## config.mk

```make
export PLATFORM = sky130hd
export DESIGN_NAME = par2ser_out
export DESIGN_NICKNAME = d
export VERILOG_FILES = /design/src/rtl/ser_pkg.sv /design/src/rtl/ser_frame_ctr.sv /design/src/rtl/ser_lane.sv /design/src/rtl/par2ser_out.sv
export SDC_FILE = /design/constraint.sdc
export NUM_CORES = 1
export LEC_CHECK = 0
export CORE_MARGIN = 2
export CORE_UTILIZATION = 30
export CTS_CLUSTER_DIAMETER = 100
export CTS_CLUSTER_SIZE = 20
export DETAILED_ROUTE_END_ITERATION = 10
export SKIP_LAST_GASP = 1
export SYNTH_ARGS = -nofsm -noshare
export SYNTH_HDL_FRONTEND = slang
export SYNTH_SLANG_ARGS = --single-unit
export TNS_END_PERCENT = 10
```

## constraint.sdc

```tcl
create_clock -name clk_i -period 1.16 [get_ports clk_i]
set_input_delay 0.232 -clock clk_i [delete_from_list [all_inputs] [get_ports clk_i]]
set_output_delay 0.232 -clock clk_i [all_outputs]
set_load 0.005 [all_outputs]
```

## src/rtl/ser_pkg.sv

```systemverilog
package ser_pkg;
  typedef enum logic [1:0] {RATE_SDR, RATE_DDR, RATE_BUF} rate_e;

  function automatic int frame_len(int w, rate_e dr);
    return (dr == RATE_DDR) ? w / 2 : w;
  endfunction

  function automatic bit cfg_ok(int w, rate_e dr, rate_e tr, int tw);
    bit d_ok, t_ok;
    d_ok = (dr == RATE_SDR) ? (w >= 2 && w <= 8)
         : (dr == RATE_DDR) ? (w >= 4 && w <= 10 && (w % 2) == 0)
         : 1'b0;
    t_ok = (tr == RATE_DDR) ? (dr == RATE_DDR && (tw == 2 || tw == 4) && (w % tw) == 0)
         : (tw == 1);
    return d_ok && t_ok;
  endfunction
endpackage

```

## src/rtl/ser_frame_ctr.sv

```systemverilog
module ser_frame_ctr #(
  parameter int FRAME = 4
) (
  input  logic clk_i,
  input  logic rst_ni,
  input  logic srst_i,
  output logic cap_o,
  output logic pre_o
);
  localparam int CW = (FRAME > 2) ? $clog2(FRAME) : 1;
  localparam logic [CW-1:0] LAST = CW'(FRAME - 1);

  logic [CW-1:0] cnt_q;

  always_ff @(posedge clk_i or negedge rst_ni) begin
    if (!rst_ni)             cnt_q <= '0;
    else if (srst_i)         cnt_q <= '0;
    else if (cnt_q == LAST)  cnt_q <= '0;
    else                     cnt_q <= cnt_q + 1'b1;
  end

  assign cap_o = (cnt_q == '0);
  assign pre_o = (cnt_q == LAST);

  assert_frame_wrap_R4: assert property (@(posedge clk_i) disable iff (!rst_ni)
    (pre_o && !srst_i) |=> cap_o);
  assert_cap_single_R4: assert property (@(posedge clk_i) disable iff (!rst_ni)
    (cap_o && !srst_i) |=> !cap_o);
endmodule

```

## src/rtl/ser_lane.sv

```systemverilog
module ser_lane #(
  parameter int W     = 8,
  parameter bit DDR   = 1'b1,
  parameter bit INIT  = 1'b0,
  parameter bit SRVAL = 1'b0
) (
  input  logic         clk_i,
  input  logic         rst_ni,
  input  logic         srst_i,
  input  logic         load_i,
  input  logic [W-1:0] word_i,
  input  logic         ce_i,
  output logic [1:0]   pair_o
);
  localparam int STEP = DDR ? 2 : 1;

  logic [W-1:0] sh_q, sh_d;
  logic [1:0]   pair_d, pair_q;

  // refill from the top bit keeps the reset fill level until the first load
  assign sh_d = load_i ? word_i : {{STEP{sh_q[W-1]}}, sh_q[W-1:STEP]};

  if (DDR) begin : g_ddr
    assign pair_d = {sh_q[1], sh_q[0]};
  end else begin : g_sdr
    assign pair_d = {2{sh_q[0]}};
  end

  always_ff @(posedge clk_i or negedge rst_ni) begin
    if (!rst_ni) begin
      sh_q   <= {W{INIT}};
      pair_q <= {2{INIT}};
    end else if (srst_i) begin
      sh_q   <= {W{SRVAL}};
      pair_q <= {2{SRVAL}};
    end else begin
      sh_q <= sh_d;
      if (ce_i) pair_q <= pair_d;
    end
  end

  assign pair_o = pair_q;

  // R7 on the data lane, R8 on the three-state lane
  assert_out_hold_R7: assert property (@(posedge clk_i) disable iff (!rst_ni)
    (!srst_i && !ce_i) |=> $stable(pair_o));
  assert_srst_value_R9: assert property (@(posedge clk_i) disable iff (!rst_ni)
    srst_i |=> (pair_o == {2{SRVAL}}));
endmodule

```

## src/rtl/par2ser_out.sv

```systemverilog
module par2ser_out #(
  parameter int             WIDTH     = 8,
  parameter ser_pkg::rate_e DATA_RATE = ser_pkg::RATE_DDR,
  parameter ser_pkg::rate_e TRI_RATE  = ser_pkg::RATE_DDR,
  parameter int             TRI_WIDTH = 4,
  parameter bit             INIT_DQ   = 1'b0,
  parameter bit             INIT_TQ   = 1'b0,
  parameter bit             SRVAL_DQ  = 1'b0,
  parameter bit             SRVAL_TQ  = 1'b0
) (
  input  logic                 clk_i,
  input  logic                 rst_ni,
  input  logic                 srst_i,
  input  logic [WIDTH-1:0]     word_i,
  input  logic [TRI_WIDTH-1:0] tri_i,
  input  logic                 oce_i,
  input  logic                 tce_i,
  output logic                 div_edge_o,
  output logic [1:0]           dq_o,
  output logic [1:0]           tq_o
);
  import ser_pkg::*;

  localparam bit IS_DDR = (DATA_RATE == RATE_DDR);
  localparam int FRAME  = frame_len(WIDTH, DATA_RATE);
  localparam int SPAN   = (WIDTH / TRI_WIDTH < 1) ? 1 : WIDTH / TRI_WIDTH;

  initial begin
    assert_cfg_legal: assert (cfg_ok(WIDTH, DATA_RATE, TRI_RATE, TRI_WIDTH))
      else $error("par2ser_out: illegal width/rate combination");
  end

  logic cap, pre, load;
  logic [WIDTH-1:0] tri_slots, dq_word, tq_word;

  ser_frame_ctr #(.FRAME(FRAME)) u_frame (
    .clk_i(clk_i), .rst_ni(rst_ni), .srst_i(srst_i), .cap_o(cap), .pre_o(pre)
  );
  assign div_edge_o = cap;

  // spread each control bit over its run of data slots
  for (genvar j = 0; j < WIDTH; j++) begin : g_tx
    localparam int IDX_RAW = j / SPAN;
    localparam int IDX     = (IDX_RAW < TRI_WIDTH) ? IDX_RAW : TRI_WIDTH - 1;
    assign tri_slots[j] = tri_i[IDX];
  end

  if (IS_DDR) begin : g_hold
    // park the word for a frame so the lane loads it just before the next capture
    logic [WIDTH-1:0] dh_q, th_q;
    always_ff @(posedge clk_i or negedge rst_ni) begin
      if (!rst_ni) begin
        dh_q <= '0;
        th_q <= '0;
      end else if (srst_i) begin
        dh_q <= '0;
        th_q <= '0;
      end else if (cap) begin
        dh_q <= word_i;
        th_q <= tri_slots;
      end
    end
    assign load    = pre;
    assign dq_word = dh_q;
    assign tq_word = th_q;
  end else begin : g_direct
    assign load    = cap;
    assign dq_word = word_i;
    assign tq_word = tri_slots;
  end

  ser_lane #(.W(WIDTH), .DDR(IS_DDR), .INIT(INIT_DQ), .SRVAL(SRVAL_DQ)) u_dq_lane (
    .clk_i(clk_i), .rst_ni(rst_ni), .srst_i(srst_i), .load_i(load),
    .word_i(dq_word), .ce_i(oce_i), .pair_o(dq_o)
  );

  if (TRI_RATE == RATE_BUF) begin : g_tq_buf
    logic [1:0] tq_q;
    always_ff @(posedge clk_i or negedge rst_ni) begin
      if (!rst_ni)     tq_q <= {2{INIT_TQ}};
      else if (srst_i) tq_q <= {2{SRVAL_TQ}};
      else if (tce_i)  tq_q <= {2{tri_i[0]}};
    end
    assign tq_o = tq_q;

    assert_buf_follow_R6: assert property (@(posedge clk_i) disable iff (!rst_ni)
      (!srst_i && tce_i) |=> (tq_o == {2{$past(tri_i[0])}}));
  end else begin : g_tq_lane
    ser_lane #(.W(WIDTH), .DDR(IS_DDR), .INIT(INIT_TQ), .SRVAL(SRVAL_TQ)) u_tq_lane (
      .clk_i(clk_i), .rst_ni(rst_ni), .srst_i(srst_i), .load_i(load),
      .word_i(tq_word), .ce_i(tce_i), .pair_o(tq_o)
    );
  end
endmodule

```

==> qor.yml, run 1 <==
outcome: "finished with violations"
violations: "setup timing"
path_max_fanout: 12
clock_skew_ns: 0.00244
hold_slack_ns: 0.315
start_util_pct: 31.6
synth_cells: 116
max_freq_ghz: 0.813
globalplace.congestion: 0.727
pwr-share-clk_pct: 39.9
setup-violations-final: 26
slew_headroom_pct: 85.7
fillers: 417
endpoint_kind: "flop"
syn_area_per_cell_sq_um: 11.9
overflow: 0
syn_nets: 136
combPwrFrac_pct: 12.0
fp.dieH_um: 71.9
cts_tree: "yes"
max_stage_delay_ns: 0.39
power_mw: 2.63
min_period_ns: 1.23
grt_pass1_vias: 924
numCtsBuffers: 5
stdcell_area_sq_mm: 0.00189
drtIter0Drc: 47
power-per-cell-area_mw_per_mm2: 1390
area_growth_pct: 36.6
cpMaxStageDelayCell: "dfrtp_1"
hold_path.class: "in -> async"
area.sequential_sq_um: 851
hold_viol: 0
cp.required_ns: 1.33
first_pass_iters: 4
synth_warnings: 0
final-max-slew-violation-count: 0
total_leakage_power_nw: 0.907
grt_max_degree: 35
clk_pin_slew_ns: 0.07
post_drt_wl_per_cell_um: 12.3
layout-drive-gt1-share_pct: 16.1
grt_pass1_wl_um: 4110
min_period_over_period_pct: 106
clock_path_buffers: 2
grtUsageTotal_pct: 10.3
placement_rows: 24
critical_path_class: "reg -> reg"
die_w_um: 71.9
antenna_found_initial: 0
fin_cells: 201
pwr-share-seq_pct: 48.1
drc: 0
drt_wl_total_um: 2460
cts.sinks: 34
clkLatencyLatePin_ns: 0.28
dp_cells: 188
coreArea_sq_mm: 0.00438
intPower_mw: 2.05
utilization_pct: 43.1
crit_path_cell_trace: "inv_2 > ha_4 > buf_4 > mux2i_1 > nor2_1"
h-tree-depth: 2
critical_path_arrival_ns: 1.40
peakVddDrop_mv: 0.871
rsz0062_at_grt: "true"
startpoint_type: "flop"
p_sw_share_pct: 21.8
via_per_inst: 4.56
hpwlAfterDp_um: 1570
postPlaceCellArea_sq_mm: 0.00170
drv_cap: 0
rr_worst_depth: 5
ys_types: 12
multi_input_area_sq_um: 512
die_area_sq_mm: 0.00517
vias: 916
p_switching_uw: 573
io_buffers: 21
synth.ff_latch_count: 34
yosysSeqAreaShare_pct: 61.5
setup_ws_ns: -0.0707
n_antenna_cell: 0
worstMarginPinSlew_ns: 0.214
drtAntennaViolNets: 0
finalNetCount: 168
root_buffer: "clkbuf_8"
synth_area_sq_mm: 0.00138
ios: 22
==> routing by layer <==
metal / GRT usage [%] / part of all wire (%)
met1: 13.5 / 46
met2: 16.0 / 48
met3: 3.61 / 5.2
met4: 3.77 / 1.0
met5: 0 / 0
==> synthesized netlist by cell type <==
cell      number  area [sq um]
a21oi_1        9          45.0
buf_2          4          20.0
buf_4          1          7.51
buf_6          2          22.5
dfrtp_1       34           851
ha_1           3          37.5
inv_1          2          7.51
mux2i_1       23           230
nand2_1        6          22.5
nand2b_1       7          43.8
nor2_1        24          90.1
nor2b_1        1          6.26
==> path summary, 6_finish.rpt <==
kind                       slack [ns]                   startpoint                          end
min in group clk_i               0.49  u_dq_lane.sh_q[4]$_DFF_PN0_  u_dq_lane.sh_q[2]$_DFF_PN0_
min reg2reg                      0.49  u_dq_lane.sh_q[4]$_DFF_PN0_  u_dq_lane.sh_q[2]$_DFF_PN0_
max reg2reg                     -0.07   u_frame.cnt_q[1]$_DFF_PN0_   g_hold.th_q[3]$_DFFE_PN0P_
max in group asynchronous        0.67                       rst_ni       dq_word[1]$_DFFE_PN0P_
max                             -0.07   u_frame.cnt_q[1]$_DFF_PN0_   g_hold.th_q[3]$_DFFE_PN0P_
min                              0.31                       rst_ni       dq_word[5]$_DFFE_PN0P_
==> metrics by stage <==
stage	setup TNS, ns	setup slack, ns
after CTS	-2.28	-0.195
after detailed placement	-1.92	-0.154
after global placement	-1.08	-0.146
after global routing	-2.24	-0.133
final	-0.921	-0.0707
after floorplan	0	0.00577
==> critical path, delay by kind of cell (launching register included) <==
kind                       cells  cell delay [ns]
DFF                            1             0.39
adders and majority gates      1             0.13
and+or+nand+nor                1             0.06
muxes                          1             0.24
buffers and inverters          2             0.30
==> layout by cell type (no fill, tap or decap), types with 2 or more instances in the layout <==
cell             synthesis  layout
a21oi_1                  9       8
buf_12                   0       3
buf_4                    1       7
clkbuf_1                 0       2
clkbuf_8                 0       5
clkdlybuf4s50_1          0      16
dfrtp_1                 34      34
dlygate4sd2_1            0       2
ha_4                     0       2
inv_2                    0       2
mux2i_1                 23      23
nand2_1                  6       6
nand2b_1                 7       6
nor2_1                  24      24
==> what timing repair did <==
| item | CTS | global route |
|---|---|---|
| setup endpoints to repair | 31 | 30 |
| pin swaps | 0 | 1 |
| setup buffers | 3 | 1 |
| gates resized for setup | 6 | 9 |
| hold buffers | 0 | 0 |
| gates cloned | 0 | 1 |
==> power by group through the flow <==
| stage | Clock (mW) | Combinational [mW] | Sequential [mW] |
|---|---|---|---|
| after global placement | 0 | 0.291 | 1.28 |
| final | 1.05 | 0.316 | 1.26 |
| after CTS | 1.07 | 0.299 | 1.26 |
| after global routing | 1.13 | 0.348 | 1.27 |
| after floorplan | 0 | 0.165 | 1.28 |
| after detailed placement | 0 | 0.300 | 1.28 |
==> registers in the layout, summed over array words and instances, names as in the netlist <==
signal,cells
g_hold.th_q,4
u_frame.cnt_q,2
g_tq_lane.u_tq_lane.pair_o,2
g_tq_lane.u_tq_lane.sh_q,8
u_dq_lane.sh_q,8
u_dq_lane.pair_o,2
dq_word,8
==> cell families after synthesis <==
logic type | share of synthesized area (%)
and+or+nand+nor | 11.8
DFF | 61.5
muxes | 16.6
AOI/OAI and AO/OA | 3.25
buffers and inverters | 4.16
adders and majority gates | 2.71
==> area by class of cell <==
class | instances | share of cell area [%]
well taps | 52 | 3.44
flip-flops and latches | 34 | 45.0
repair buffers | 32 | 18.5
clock inverters | 1 | 1.59
inverters | 2 | 0.397
clock buffers | 7 | 4.04
multi-input cells | 73 | 27.1
Note: power is estimated with default switching activity, not from simulation.
==> inputs of run 2 (changes only) <==
==> constraint.sdc (replaced) <==
create_clock -name clk_i -period 1 [get_ports clk_i]
set_input_delay 0.2 -clock clk_i [delete_from_list [all_inputs] [get_ports clk_i]]
set_output_delay 0.2 -clock clk_i [all_outputs]
set_load 0.005 [all_outputs]
==> run 2 against run 1 <==
Against the previous run:
- clock-buffer cell count is the same
- combinational power grew 18%
- sequential share of layout area is the same
- worst setup slack lost 0.13 ns
- register-to-register slack lost 0.13 ns
- wire length grew 1.7%
- die area is the same
- critical endpoint is now u_dq_lane.sh_q[7]$_DFFE_PN0P_
- the flow still finishes with violations (setup timing)
- sequential power grew 17%
- critical path type unchanged
- flip-flop and latch count is the same
- cell count shrank 0.50%
==> qor.yml, run 2 (same netlist as run 1, synthesis figures left out) <==
outcome: "finished with violations"  # unchanged
violations: "setup timing"  # unchanged
vias: 915  # was 916
first_pass_iters: 3  # was 4
p_sw_share_pct: 22.3  # was 21.8%
fillers: 413  # was 417
clock_skew_ns: 0.00205  # was 0.00244 ns
drt_wl_total_um: 2510  # was 2460 um
min_period_over_period_pct: 120  # was 106%
postPlaceCellArea_sq_mm: 0.00171  # was 0.00170 sq mm
globalplace.congestion: 0.688  # was 0.727
layout-drive-gt1-share_pct: 20.3  # was 16.1%
setup-violations-final: 31  # was 26
coreArea_sq_mm: 0.00438  # unchanged
worstMarginPinSlew_ns: 0.187  # was 0.214 ns
dp_slack_ns: -0.260  # was -0.154 ns
clock_path_buffers: 2  # unchanged
overflow: 0  # unchanged
grt_pass1_vias: 924  # unchanged
rsz0062_at_grt: "true"  # unchanged
post_drt_wl_per_cell_um: 12.5  # was 12.3 um
io_buffers: 21  # unchanged
fin_tns_setup_ns: -4.85  # was -0.921 ns
h-tree-depth: 2  # unchanged
critical_path_class: "reg -> reg"  # unchanged
hold_viol: 0  # unchanged
intPower_mw: 2.39  # was 2.05 mW
drtIter0Drc: 29  # was 47
cp.required_ns: 1.21  # was 1.33 ns
numCtsBuffers: 5  # unchanged
root_buffer: "clkbuf_8"  # unchanged
clk_pin_slew_ns: 0.07  # about the same
grt_max_degree: 35  # unchanged
area_growth_pct: 36.6  # unchanged
grt_pass1_wl_um: 4130  # was 4110 um
placement_rows: 24  # unchanged
drv_cap: 0  # unchanged
start_util_pct: 31.6  # unchanged
startpoint_type: "flop"  # unchanged
n_antenna_cell: 0  # unchanged
max_stage_delay_ns: 0.40  # was 0.39 ns
slew_headroom_pct: 87.5  # was 85.7%
combPwrFrac_pct: 12.1  # was 12.0%
fp.dieH_um: 71.9  # unchanged
drtAntennaViolNets: 0  # unchanged
final_common_cell: "dfrtp_1"  # unchanged
cts_tree: "yes"  # unchanged
antenna_found_initial: 0  # unchanged
crit_path_cell_trace: "buf_6 > ha_4 > buf_12 > nand2b_4 > a21oi_2"  # was inv_2 > ha_4 > buf_4 > mux2i_1 > nor2_1
area.sequential_sq_um: 851  # unchanged
clkLatencyLatePin_ns: 0.28  # about the same
multi_input_area_sq_um: 534  # was 512 sq um
drc: 0  # unchanged
layout_common_cells: "34 x dfrtp_1, 24 x nor2_1, 23 x mux2i_1"  # unchanged
min_period_ns: 1.20  # was 1.23 ns
hpwlAfterDp_um: 1620  # was 1570 um
ios: 22  # unchanged
pwr-share-clk_pct: 40.1  # was 39.9%
cpMaxStageDelayCell: "dfrtp_1"  # unchanged
power-per-cell-area_mw_per_mm2: 1620  # was 1390 mW/mm^2
stdcell_area_sq_mm: 0.00189  # unchanged
peakVddDrop_mv: 0.926  # was 0.871 mV
finalNetCount: 167  # was 168
setup_ws_ns: -0.205  # was -0.0707 ns
via_per_inst: 4.58  # was 4.56
path_max_fanout: 8  # was 12
endpoint_kind: "flop"  # unchanged
die_area_sq_mm: 0.00517  # unchanged
ctsHoldBuffers: 0  # unchanged
total_leakage_power_nw: 0.886  # was 0.907 nW
grtUsageTotal_pct: 10.7  # was 10.3%
power_mw: 3.07  # was 2.63 mW
pwr-share-seq_pct: 47.7  # was 48.1%
final-max-slew-violation-count: 0  # unchanged
die_w_um: 71.9  # unchanged
max_freq_ghz: 0.830  # was 0.813 GHz
p_switching_uw: 683  # was 573 uW
hold_path.class: "in -> async"  # unchanged
cts.sinks: 34  # unchanged
critical_path_arrival_ns: 1.42  # was 1.40 ns
## run 2: worst paths after layout
path	to	cells after the start	startpoint	slack (ns)
max	u_dq_lane.sh_q[7]$_DFFE_PN0P_	5	u_frame.cnt_q[0]$_DFF_PN0_	-0.20
min	dq_word[4]$_DFFE_PN0P_	2	rst_ni	0.27
max reg2reg	u_dq_lane.sh_q[7]$_DFFE_PN0P_	5	u_frame.cnt_q[0]$_DFF_PN0_	-0.20
min reg2reg	u_dq_lane.sh_q[0]$_DFF_PN0_	2	u_dq_lane.sh_q[2]$_DFF_PN0_	0.49
max in group asynchronous	dq_word[2]$_DFFE_PN0P_	2	rst_ni	0.54
min in group clk_i	u_dq_lane.sh_q[0]$_DFF_PN0_	2	u_dq_lane.sh_q[2]$_DFF_PN0_	0.49
## run 2: layer usage
metal / wire, um / share of wire [%] / up-vias / GRT usage (%)
met1: 1050 / 42 / 449 / 11.9
met5: 0 / 0 / - / 0
met2: 1280 / 51 / 23 / 18.0
met4: 28 / 1.1 / 0 / 3.77
met3: 145 / 5.8 / 4 / 5.14
li1: - / - / 439 / -
## run 2: critical path, delay by kind of cell (launching register included)
family	cells	cell delay [ns]
DFF	1	0.40
buffers and inverters	2	0.26
adders and majority gates	1	0.16
and+or+nand+nor	1	0.15
AOI/OAI and AO/OA	1	0.15
## run 2: layout make-up
cell class,count,share of cell area (%)
flip-flops and latches,34,45.0
multi-input cells,73,28.3
repair buffers,31,17.3
clock buffers,7,4.04
well taps,52,3.44
clock inverters,1,1.59
inverters,2,0.397
## run 2: stage by stage
step / cells / utilization, % / hold WS [ns]
after floorplan: 116 / - / -0.0956
after global placement: 189 / 39.1 / 0.469
after CTS: 200 / 42.6 / 0.288
after global routing: 200 / 43.1 / 0.297
after detailed placement: 189 / 39.1 / 0.478
final: 200 / 43.1 / 0.274
## run 2: power by group through the flow
stage / Sequential [mW] / Combinational, mW / Clock, mW
CTS: 1.46 / 0.374 / 1.27
global route: 1.47 / 0.407 / 1.35
floorplan: 1.48 / 0.200 / 0
finish: 1.47 / 0.372 / 1.23
detailed placement: 1.49 / 0.353 / 0
global placement: 1.49 / 0.342 / 0
## run 2: what timing repair did
item,4_1_cts,5_1_grt
cloned,0,0
pin swaps,3,3
hold endpoints to repair,0,0
setup buffers,3,0
gates resized for setup,21,5
endpoints found under the setup margin,33,33
